===== config.mk =====
export PLATFORM = sky130hd
export DESIGN_NAME = hz_fwd_unit
export DESIGN_NICKNAME = d
export VERILOG_FILES = /design/src/rtl/hz_pkg.sv /design/src/rtl/hz_operand_sel.sv /design/src/rtl/hz_load_use.sv /design/src/rtl/hz_late_fwd.sv /design/src/rtl/hz_fwd_unit.sv
export SDC_FILE = /design/constraint.sdc
export NUM_CORES = 1
export LEC_CHECK = 0
export ABC_AREA = 1
export BUFFER_PORTS_ARGS = -buffer_cell sky130_fd_sc_hd__buf_2
export CORE_UTILIZATION = 57
export DETAILED_ROUTE_END_ITERATION = 8
export GPL_TIMING_DRIVEN = 0
export PLACE_DENSITY = 0.75
export SETUP_SLACK_MARGIN = 0.02
export SYNTH_ARGS = -nofsm -noshare
export SYNTH_HDL_FRONTEND = slang
export SYNTH_SLANG_ARGS = --single-unit
export TNS_END_PERCENT = 1

===== constraint.sdc =====
create_clock -name clk -period 1.8 [get_ports clk]
set_clock_uncertainty 0.2 [all_clocks]
set_input_delay 0 -clock clk [delete_from_list [all_inputs] [get_ports clk]]
set_output_delay 0 -clock clk [all_outputs]
set_load 0.1 [all_outputs]

===== src/rtl/hz_pkg.sv =====
package hz_pkg;

  typedef enum logic [1:0] {
    SEL_RF  = 2'd0,
    SEL_WB  = 2'd1,
    SEL_MEM = 2'd2
  } fwd_sel_e;

endpackage


===== src/rtl/hz_operand_sel.sv =====
module hz_operand_sel
  import hz_pkg::*;
#(
  parameter int REG_W = 5
) (
  input  logic             use_en,
  input  logic [REG_W-1:0] src,
  input  logic             mem_wen,
  input  logic             mem_load,
  input  logic [REG_W-1:0] mem_rd,
  input  logic             wb_wen,
  input  logic [REG_W-1:0] wb_rd,
  output logic [1:0]       sel
);

  logic mem_hit;
  logic wb_hit;

  always_comb begin
    mem_hit = use_en && mem_wen && !mem_load && (mem_rd != '0) && (mem_rd == src);
    wb_hit  = use_en && wb_wen && (wb_rd != '0) && (wb_rd == src);
    if (mem_hit) begin
      sel = SEL_MEM;
    end else if (wb_hit) begin
      sel = SEL_WB;
    end else begin
      sel = SEL_RF;
    end
  end

endmodule


===== src/rtl/hz_load_use.sv =====
module hz_load_use #(
  parameter int REG_W = 5
) (
  input  logic [REG_W-1:0] dec_rs1,
  input  logic [REG_W-1:0] dec_rs2,
  input  logic             dec_src1_en,
  input  logic             dec_src2_en,
  input  logic             dec_store,
  input  logic             ex_wen,
  input  logic             ex_load,
  input  logic [REG_W-1:0] ex_rd,
  output logic             stall
);

  logic ld_live;
  logic hit1;
  logic hit2;

  always_comb begin
    ld_live = ex_load && ex_wen && (ex_rd != '0);
    hit1    = dec_src1_en && (dec_rs1 == ex_rd);
    // store data is patched in the memory stage, so it does not interlock
    hit2    = dec_src2_en && !dec_store && (dec_rs2 == ex_rd);
    stall   = ld_live && (hit1 || hit2);
  end

endmodule


===== src/rtl/hz_late_fwd.sv =====
module hz_late_fwd #(
  parameter int REG_W  = 5,
  parameter int NUM_SRC = 2
) (
  input  logic [NUM_SRC-1:0][REG_W-1:0] dec_src,
  input  logic [NUM_SRC-1:0]            dec_src_en,
  input  logic                          mem_store,
  input  logic                          mem_src2_en,
  input  logic [REG_W-1:0]              mem_rs2,
  input  logic                          wb_wen,
  input  logic                          wb_load,
  input  logic [REG_W-1:0]              wb_rd,
  output logic [NUM_SRC-1:0]            dec_byp,
  output logic                          st_fwd
);

  logic wb_live;

  assign wb_live = wb_wen && (wb_rd != '0);

  for (genvar g = 0; g < NUM_SRC; g++) begin : g_byp
    assign dec_byp[g] = wb_live && dec_src_en[g] && (dec_src[g] == wb_rd);
  end

  assign st_fwd = wb_live && wb_load && mem_store && mem_src2_en && (mem_rs2 == wb_rd);

endmodule


===== src/rtl/hz_fwd_unit.sv =====
module hz_fwd_unit
  import hz_pkg::*;
#(
  parameter int REG_W = 5,
  parameter int PC_W  = 12
) (
  input  logic             clk,
  input  logic             rst_n,
  input  logic [REG_W-1:0] if_rs1,
  input  logic [REG_W-1:0] if_rs2,
  input  logic [REG_W-1:0] if_rd,
  input  logic             if_src1_en,
  input  logic             if_src2_en,
  input  logic             if_wen,
  input  logic             if_load,
  input  logic             if_store,
  output logic [PC_W-1:0]  fetch_pc,
  output logic             stall,
  output logic [1:0]       ex_fwd_a,
  output logic [1:0]       ex_fwd_b,
  output logic             mem_st_fwd,
  output logic             id_byp1,
  output logic             id_byp2,
  output logic             wb_wen,
  output logic [REG_W-1:0] wb_rd
);

  localparam int NUM_SRC = 2;

  typedef struct packed {
    logic [REG_W-1:0] rs1;
    logic [REG_W-1:0] rs2;
    logic [REG_W-1:0] rd;
    logic             src1_en;
    logic             src2_en;
    logic             wen;
    logic             load;
    logic             store;
  } stage_t;

  logic [PC_W-1:0] pc_q, pc_d;
  stage_t ifid_q, ifid_d;
  stage_t idex_q, idex_d;
  stage_t exmem_q, exmem_d;
  stage_t memwb_q, memwb_d;
  logic front_en;

  // ---------------- hazard logic ----------------
  hz_load_use #(.REG_W(REG_W)) u_load_use (
    .dec_rs1     (ifid_q.rs1),
    .dec_rs2     (ifid_q.rs2),
    .dec_src1_en (ifid_q.src1_en),
    .dec_src2_en (ifid_q.src2_en),
    .dec_store   (ifid_q.store),
    .ex_wen      (idex_q.wen),
    .ex_load     (idex_q.load),
    .ex_rd       (idex_q.rd),
    .stall       (stall)
  );

  logic [NUM_SRC-1:0][REG_W-1:0] ex_src;
  logic [NUM_SRC-1:0]            ex_src_en;
  logic [NUM_SRC-1:0][1:0]       ex_sel;

  assign ex_src    = {idex_q.rs2, idex_q.rs1};
  assign ex_src_en = {idex_q.src2_en, idex_q.src1_en};

  for (genvar g = 0; g < NUM_SRC; g++) begin : g_opsel
    hz_operand_sel #(.REG_W(REG_W)) u_sel (
      .use_en   (ex_src_en[g]),
      .src      (ex_src[g]),
      .mem_wen  (exmem_q.wen),
      .mem_load (exmem_q.load),
      .mem_rd   (exmem_q.rd),
      .wb_wen   (memwb_q.wen),
      .wb_rd    (memwb_q.rd),
      .sel      (ex_sel[g])
    );
  end

  assign ex_fwd_a = ex_sel[0];
  assign ex_fwd_b = ex_sel[1];

  logic [NUM_SRC-1:0] dec_byp;

  hz_late_fwd #(.REG_W(REG_W), .NUM_SRC(NUM_SRC)) u_late (
    .dec_src     ({ifid_q.rs2, ifid_q.rs1}),
    .dec_src_en  ({ifid_q.src2_en, ifid_q.src1_en}),
    .mem_store   (exmem_q.store),
    .mem_src2_en (exmem_q.src2_en),
    .mem_rs2     (exmem_q.rs2),
    .wb_wen      (memwb_q.wen),
    .wb_load     (memwb_q.load),
    .wb_rd       (memwb_q.rd),
    .dec_byp     (dec_byp),
    .st_fwd      (mem_st_fwd)
  );

  assign id_byp1 = dec_byp[0];
  assign id_byp2 = dec_byp[1];

  // ---------------- next state ----------------
  assign front_en = !stall;

  always_comb begin
    pc_d           = pc_q + PC_W'(1);
    ifid_d.rs1     = if_rs1;
    ifid_d.rs2     = if_rs2;
    ifid_d.rd      = if_rd;
    ifid_d.src1_en = if_src1_en;
    ifid_d.src2_en = if_src2_en;
    ifid_d.wen     = if_wen;
    ifid_d.load    = if_load;
    ifid_d.store   = if_store;
    idex_d         = stall ? '0 : ifid_q;
    exmem_d        = idex_q;
    memwb_d        = exmem_q;
  end

  // ---------------- registers ----------------
  always_ff @(posedge clk or negedge rst_n) begin
    if (!rst_n) begin
      pc_q   <= '0;
      ifid_q <= '0;
    end else if (front_en) begin
      pc_q   <= pc_d;
      ifid_q <= ifid_d;
    end
  end

  always_ff @(posedge clk or negedge rst_n) begin
    if (!rst_n) begin
      idex_q  <= '0;
      exmem_q <= '0;
      memwb_q <= '0;
    end else begin
      idex_q  <= idex_d;
      exmem_q <= exmem_d;
      memwb_q <= memwb_d;
    end
  end

  assign fetch_pc = pc_q;
  assign wb_wen   = memwb_q.wen;
  assign wb_rd    = memwb_q.rd;

endmodule


==> results of run 1 <==
## registers in the layout, summed over array words and instances, names as in the netlist
register,count
ex_src,10
ex_src_en,2
exmem_d,8
exmem_q,14
fetch_pc,12
ifid_q,20
memwb_q,1
wb_rd,5
wb_wen,1
## through the flow
stage | hold WS, ps | TNS (ps) | utilization
after global routing | 173 | -1320 | 0.811
after detailed placement | -14.6 | -267 | 0.682
after CTS | 153 | -689 | 0.794
after global placement | -7.17 | -684 | 0.682
after floorplan | -496 | -986 | -
final | 97.0 | -587 | 0.811
## layout make-up
class,count,area (um^2)
tap,72,90.1
timing repair buffer,82,672
multi-input combinational,275,1410
clock inverter,6,115
sequential,73,1870
buffer,13,124
fill,366,1060
clock buffer,10,138
inverter,42,165
## kinds of logic after synthesis
family / Yosys count / share of synthesized area
AO/OA/AOI/OAI: 17 / 0.0294
XOR/XNOR: 28 / 0.0720
adder cells (fa/ha/maj): 1 / 0.00367
buffers and inverters: 57 / 0.0804
flip-flops: 73 / 0.536
AND/OR/NAND/NOR: 229 / 0.279
## metal layers
layer / global-route usage / share of wire / up-vias
met5: 0 / 0 / -
met4: 0.109 / 0.013 / 0
met3: 0.0391 / 0.026 / 10
met2: 0.499 / 0.53 / 52
met1: 0.348 / 0.43 / 1391
li1: - / - / 1446
## critical path: stages (launching register included)
cell     delay, ps
dfrtp_1        400
inv_1          100
nand2_1         60
nand2_1         60
nor2_1         130
nand3_2         90
nand2_2        100
nand2_4         80
inv_4           70
buf_6          110
buf_12         170
## how the worst max path moves through the flow
stage	startpoint	slack [ps]	cells after the start	endpoint
floorplan	wb_rd[2]	-150	6	ex_fwd_a[0]
global placement	exmem_d[5]	-160	10	stall
detailed placement	ifid_q[3]	-160	10	stall
CTS	wb_rd[4]	-160	6	ex_fwd_b[0]
global route	wb_rd[4]	-190	6	mem_st_fwd
finish	exmem_d[7]	-120	10	stall
## layout by cell type (no fill, tap or decap), drive strengths merged
cell type	n
o22ai	3
o21ai	8
nand2	116
bufinv	3
a22o	1
xor2	10
clkbuf	10
inv	41
nand4	5
nor3	4
a21oi	3
buf	74
or2	1
nand3	48
clkinv	3
xnor2	18
clkinvlp	1
dfrtp	73
ha	1
dlygate4sd3	21
o2111ai	2
nor2	55
## power groups by stage
stage	logic, uW	registers (uW)	clock network (uW)
floorplan	480	2700	0
global placement	1380	2060	0
detailed placement	1400	2070	0
CTS	1450	2050	1590
global route	1580	2080	1660
finish	1480	2060	1580
## repair_timing
item,CTS,global route
cloned,0,0
hold endpoints to repair,93,0
hold buffers,21,0
gates resized for setup,48,14
pin swaps,10,12
buffers inserted,5,9
endpoints found under the setup margin,8,44
==> results.txt, run 1 <==
The flow ran to the end, but the final reports show violations. The checks that failed: setup timing. The total grt overflow is 0. The number of nets in the layout was 519.

The count of unresolved DRC violations after routing came out at 0. Summing over every cut layer, the via total after detailed routing is 2899. Power per unit of standard cell area: 1120 mW/mm^2. The endpoint of the most critical register-to-register path is ifid_q[13]. The run gives 7 as the final-report setup violation count.

The count of yosys warnings during synthesis came out at 0. Wires add up to 8040 um. For this design the total switching power over the nets is 1930 uW.

The fraction of the cycle the final worst path needs is 1.07. The run gives 136 as the number of design-rule violations left by the first detailed-router iteration. The leakage power figure was 0.00228 uW; the final total power was 5120 uW.

The via count of the first global-routing pass came out at 2995. Of all nets on the critical path, the largest fanout is 4. The clock insertion delay at the later pin of the skew report was 340 ps. The fraction of registers with async set/reset was 1.00; the die extent in x was 79.3 um.

The die covers 0.00629 mm^2. The number of endpoints with negative hold slack in the final report was 0; the final-report max-slew violation count was 0. In this run, synthesis inferred 0 flip-flops with an integrated enable. The tool flagged a number of max-cap violations equal to 0.

The dominant cell type by area after synthesis is dfrtp_1. The worst setup path is of the reg2out kind. The logs give 1720 ps for the worst endpoint data arrival time and 0.402 for the portion of total power attributed to sequential cells.

The kind of launch point of the worst setup path is a flop. Dividing the detail-routed via count by the number of cells gives 5.06. Sorting the synthesized cells by area gives the leading types as dfrtp_1 54%, nand2_1 13%, nand3_1 7.0%. The switching share of power was 0.378; the core area was 0.00564 mm^2. The run gives 3180 uW as the internal power consumption. Summing all placed instances gives a cell area of 0.00385 mm^2.

The number of placed instances, taps included, is 524. The post-synth design cell area is 0.00341 mm^2. The sequential area share after synthesis was 0.536; the share of cells above drive strength 1 was 0.291.

TritonCTS built the clock tree. The worst hold-check path type is in2async. The mean post-synth cell area was 8.42 um^2.

The tools report the headroom to the max-slew limit as 0.395. The commonest cells after synthesis are 114 x nand2_1, 73 x dfrtp_1, 55 x nor2_1, 48 x nand3_1, 36 x inv_1. The portion of synthesized cell area occupied by the leading cell type is 0.536, and the initial core utilization is 0.604. The placement row count is 27. For the worst slack at placement, the log shows -159 ps. The number of different library cells used by synthesis comes to 24.

Setup repair after global routing could not meet its margin everywhere. The wire length per cell after detailed routing works out to 14.0 um. The most used standard cell by instance count after synthesis was nand2_1. For the final instance area, the log shows 0.00458 mm^2. The critical path data required time was 1600 ps; the maximum buffer depth of the clock tree was 2. Across all register-to-register paths, the minimum setup slack is 50 ps. When the netlist entered floorplanning its net count stood at 428. In this run the remaining antenna-violating nets after routing total 0.

The run gives 13400 um as the wire length of the first global-routing pass. The pre-antenna-repair detailed-routing pass consisted of 4 iterations. After the flow finishes, the layout carries non-filler instances totaling 573. The tools report the combinational cell fraction of total power as 0.289. For the maximum vdd ir drop, the log shows 1.56 mV. The worst register-to-register path begins at exmem_d[7].

The initial antenna violation count came out at 0. The die is 79.3 um tall. The clock-pin slew of the registers on the worst-case setup and hold paths was 70 ps.

Routability-driven placement finished with a final weighted congestion of 0.872. The actual transition at the worst max-transition pin was 908 ps; the maximum operating frequency was 521 MHz. The relative area change from synthesis to final layout is 34.3%, and the number of cells on the worst reg-to-reg path is 11. For this design the top-level I/O count stands at 48. The count of buffers from port buffering came out at 47. The portion of total power attributed to the clock network came out at 0.309. Buffers inserted during clock tree synthesis total 9.

The routed design could run at a clock period as short as 1920 ps. The number of cells produced by synthesis came out at 405. Entering global routing, the biggest net connects 74 pins. Slack of the critical path: -120 ps.

The number of levels the H-tree was split into was 3. The combined global-route utilization of all metal layers is 0.282, and the total number of clock tree sinks is 73. The post-synthesis sequential element count works out to 73.

Total inserted antenna cells: 0. STA classifies the critical path endpoint as an output port. For the final HPWL from detailed placement, the log shows 5180 um. The tools report the buffer cell driving the clock tree root as clkbuf_8. Among all flip-flop cells after synthesis, the most frequent one is dfrtp_1.
Note: power is estimated with default switching activity, not from simulation.
==> run 2, diff against run 1 <==
--- a/config.mk
+++ b/config.mk
@@ -12,6 +12,8 @@
 export GPL_TIMING_DRIVEN = 0
 export PLACE_DENSITY = 0.75
 export SETUP_SLACK_MARGIN = 0.02
+export SKIP_LAST_GASP = 1
+export SLEW_MARGIN = 20
 export SYNTH_ARGS = -nofsm -noshare
 export SYNTH_HDL_FRONTEND = slang
 export SYNTH_SLANG_ARGS = --single-unit
==> run 2 against run 1 <==
The run still ends with setup timing left; clock power hardly changed; count of clock-buffer cells in the layout stayed put; sequential cell count stayed put; worst setup slack worse by 51 ps; sequential power hardly changed; routed wire length is 3.3% higher; maximum frequency is 2.6% lower; critical endpoint is now id_byp2.
==> results.txt, run 2 (same netlist as run 1, synthesis figures left out) <==
The run finished, with violations left. Failing checks: setup timing (unchanged). The share of cells above drive strength 1 was 0.273 (was 0.291); the count of buffers from port buffering was 47 (unchanged). The logs give 0 (unchanged) for the count of unresolved DRC violations after routing and 0 (unchanged) for the final-report max-slew violation count. The routed via count divided by cell count is 5.26 (was 5.06). The wire length of the first global-routing pass was 13300 um (was 13400 um). The run gives 48 (unchanged) as the number of ports placed on the die boundary. The logs give 0 (unchanged) for the count of max-cap constraint violations and 2 (unchanged) for the maximum buffer depth of the clock tree. Most frequent cells in the layout: 113 x nand2_1, 55 x dfrtp_1, 47 x nor2_1 (was 113 x nand2_1, 54 x dfrtp_1, 46 x nand3_1). The utilization of the core after routing was 0.808 (was 0.811); the die extent in y was 79.3 um (unchanged).

The clock-pin slew of the registers on the worst-case setup and hold paths came out at 80 ps (was 70 ps). The logs give 0 (unchanged) for the number of endpoints with negative hold slack in the final report and 0.307 (was 0.309) for the portion of total power attributed to the clock network. The tools report the detailed-router iteration count before antenna repair as 5 (was 4). The total number of vias was 3021 (was 2899). The switching share of power was 0.378 (about the same). The full die area was 0.00629 mm^2 (unchanged).

The number of nets in the layout came out at 520 (was 519). The logs give 41 (was 74) for the pin count of the biggest net entering global routing and 0.00456 mm^2 (was 0.00458 mm^2) for the final instance area. For the routability congestion estimate from global placement, the log shows 0.872 (unchanged). The logs give 0.00387 mm^2 (was 0.00385 mm^2) for the placed instance area and 0 (unchanged) for the total inserted antenna cells.

The logs give 0.00564 mm^2 (unchanged) for the core area and 27 (unchanged) for the placement row count. The run gives 0 (unchanged) as the initial antenna violation count. The total placed cells including tap cells is 525 (was 524), and the register area is 0.00187 mm^2 (about the same). The tools report the internal power consumption as 3190 uW (was 3180 uW). The minimum clock period after layout is 1970 ps (was 1920 ps).

Kind of launch point of the worst setup path: a flop (unchanged). The total grt overflow is 0 (unchanged). The combined global-route utilization of all metal layers is 0.286 (was 0.282). The tools report the critical path data required time as 1600 ps (about the same).

The net switching power came out at 1940 uW (was 1930 uW). Actual transition at the worst max-transition pin: 497 ps (was 908 ps). The tools report the leakage power figure as 0.00229 uW (was 0.00228 uW).

Register containing the most flip-flops in the final layout: ifid_q (unchanged). The run gives 3 (unchanged) as the number of levels the H-tree was split into. The number of design-rule violations left by the first detailed-router iteration was 190 (was 136).

The die extent in x came out at 79.3 um (unchanged). Type of the worst setup path: reg2out (unchanged). TritonCTS built the clock tree.

The combined area of the multi-input logic cells was 0.00140 mm^2 (was 0.00141 mm^2); the clock insertion delay at the later pin of the skew report was 340 ps (about the same). The most frequent standard cell in the layout excluding fill and tap cells is nand2_1 (unchanged). The tools report the initial core utilization as 0.604 (unchanged). The maximum operating frequency was 507 MHz (was 521 MHz); the number of buffers created by CTS was 9 (unchanged).

The post-detailed-routing wire length is 8310 um (was 8040 um), and the final HPWL from detailed placement is 5340 um (was 5180 um). The critical-path maximum fanout was 6 (was 4); the combinational cell fraction of total power was 0.293 (was 0.289). The final total power was 5130 uW (was 5120 uW). The category of the worst setup path capture point was an output port (unchanged). The worst hold-check path type was reg2reg (was in2async).

The buffer cell driving the clock tree root was clkbuf_8 (unchanged). The relative area change from synthesis to final layout came out at 33.7% (was 34.3%). The post-detailed-route count of antenna-violating nets was 0 (unchanged).

The number of flip-flops in the largest register is 20 (unchanged). The tools report the portion of total power attributed to sequential cells as 0.401 (was 0.402). The headroom to the max-slew limit came out at 0.671 (was 0.395).

Setup repair after global routing could not meet its margin everywhere. The number of non-filler instances in the completed layout was 574 (was 573); the worst slack at placement was -155 ps (was -159 ps). Total number of clock tree sinks: 73 (unchanged). The slack of the critical path came out at -171 ps (was -120 ps).

The wire length per cell after detailed routing works out to 14.5 um (was 14.0 um). The logs give 2977 (was 2995) for the via count of the first global-routing pass and 1770 ps (was 1720 ps) for the worst endpoint data arrival time. The fill cell total of the finished layout is 379 (was 366), and the power per unit of standard cell area is 1130 mW/mm^2 (was 1120 mW/mm^2). The fraction of the cycle the final worst path needs was 1.09 (was 1.07); the final-report setup violation count was 11 (was 7). The maximum vdd ir drop came out at 1.52 mV (was 1.56 mV).
[run 2: stage by stage]
stage | hold WS, ps | TNS, ps
6_report | 151 | -1070
5_1_grt | 173 | -4330
4_1_cts | 153 | -1290
3_5_place_dp | -228 | -274
3_3_place_gp | -7.17 | -684
2_1_floorplan | -496 | -986
[run 2: path summary, 6_finish.rpt]
kind	startpoint	endpoint	slack (ps)	depth (start not counted)
hold / removal	exmem_d[0]	exmem_q[0]	150	0
setup reg to reg	exmem_d[8]	fetch_pc[2]	-10	11
min in group asynchronous	rst_n	ifid_q[7]	490	3
max in group asynchronous	rst_n	wb_rd[1]	340	4
setup / recovery	wb_rd[2]	id_byp2	-170	5
hold reg to reg	exmem_d[0]	exmem_q[0]	150	0
[run 2: repair_timing]
action | in CTS | in global routing
endpoints found under the hold margin | 93 | 0
hold buffers | 22 | 0
buffers inserted | 5 | 8
setup endpoints to repair | 8 | 47
gates resized for setup | 28 | 15
pin swaps | 8 | 5
[run 2: metal layers]
metal  GRT usage  up-vias  share of wire
li1            -     1447              -
met1       0.328     1470           0.40
met2       0.514       87           0.54
met3      0.0483       17          0.039
met4       0.140        0          0.022
met5           0        -              0
[run 2: final cells by class]
cell class              instances  share of cell area
flip-flops and latches         73               0.410
multi-input cells             275               0.306
repair buffers                 83               0.147
inverters                      42              0.0376
clock buffers                  10              0.0302
clock inverters                 6              0.0253
plain buffers                  13              0.0239
well taps                      72              0.0198
[run 2: power groups by stage]
| stage | registers, uW | clock network, uW | logic (uW) |
|---|---|---|---|
| floorplan | 2700 | 0 | 480 |
| global placement | 2060 | 0 | 1380 |
| detailed placement | 2070 | 0 | 1410 |
| CTS | 2050 | 1590 | 1450 |
| global route | 2080 | 1660 | 1600 |
| finish | 2050 | 1570 | 1500 |
[run 2: worst max-delay path, cell delays in order (launching register included)]
cell and delay [ps]:
dfrtp_4 530, buf_4 170, xnor2_1 180, o2111ai_1 180
nor2_4 150, buf_6 230
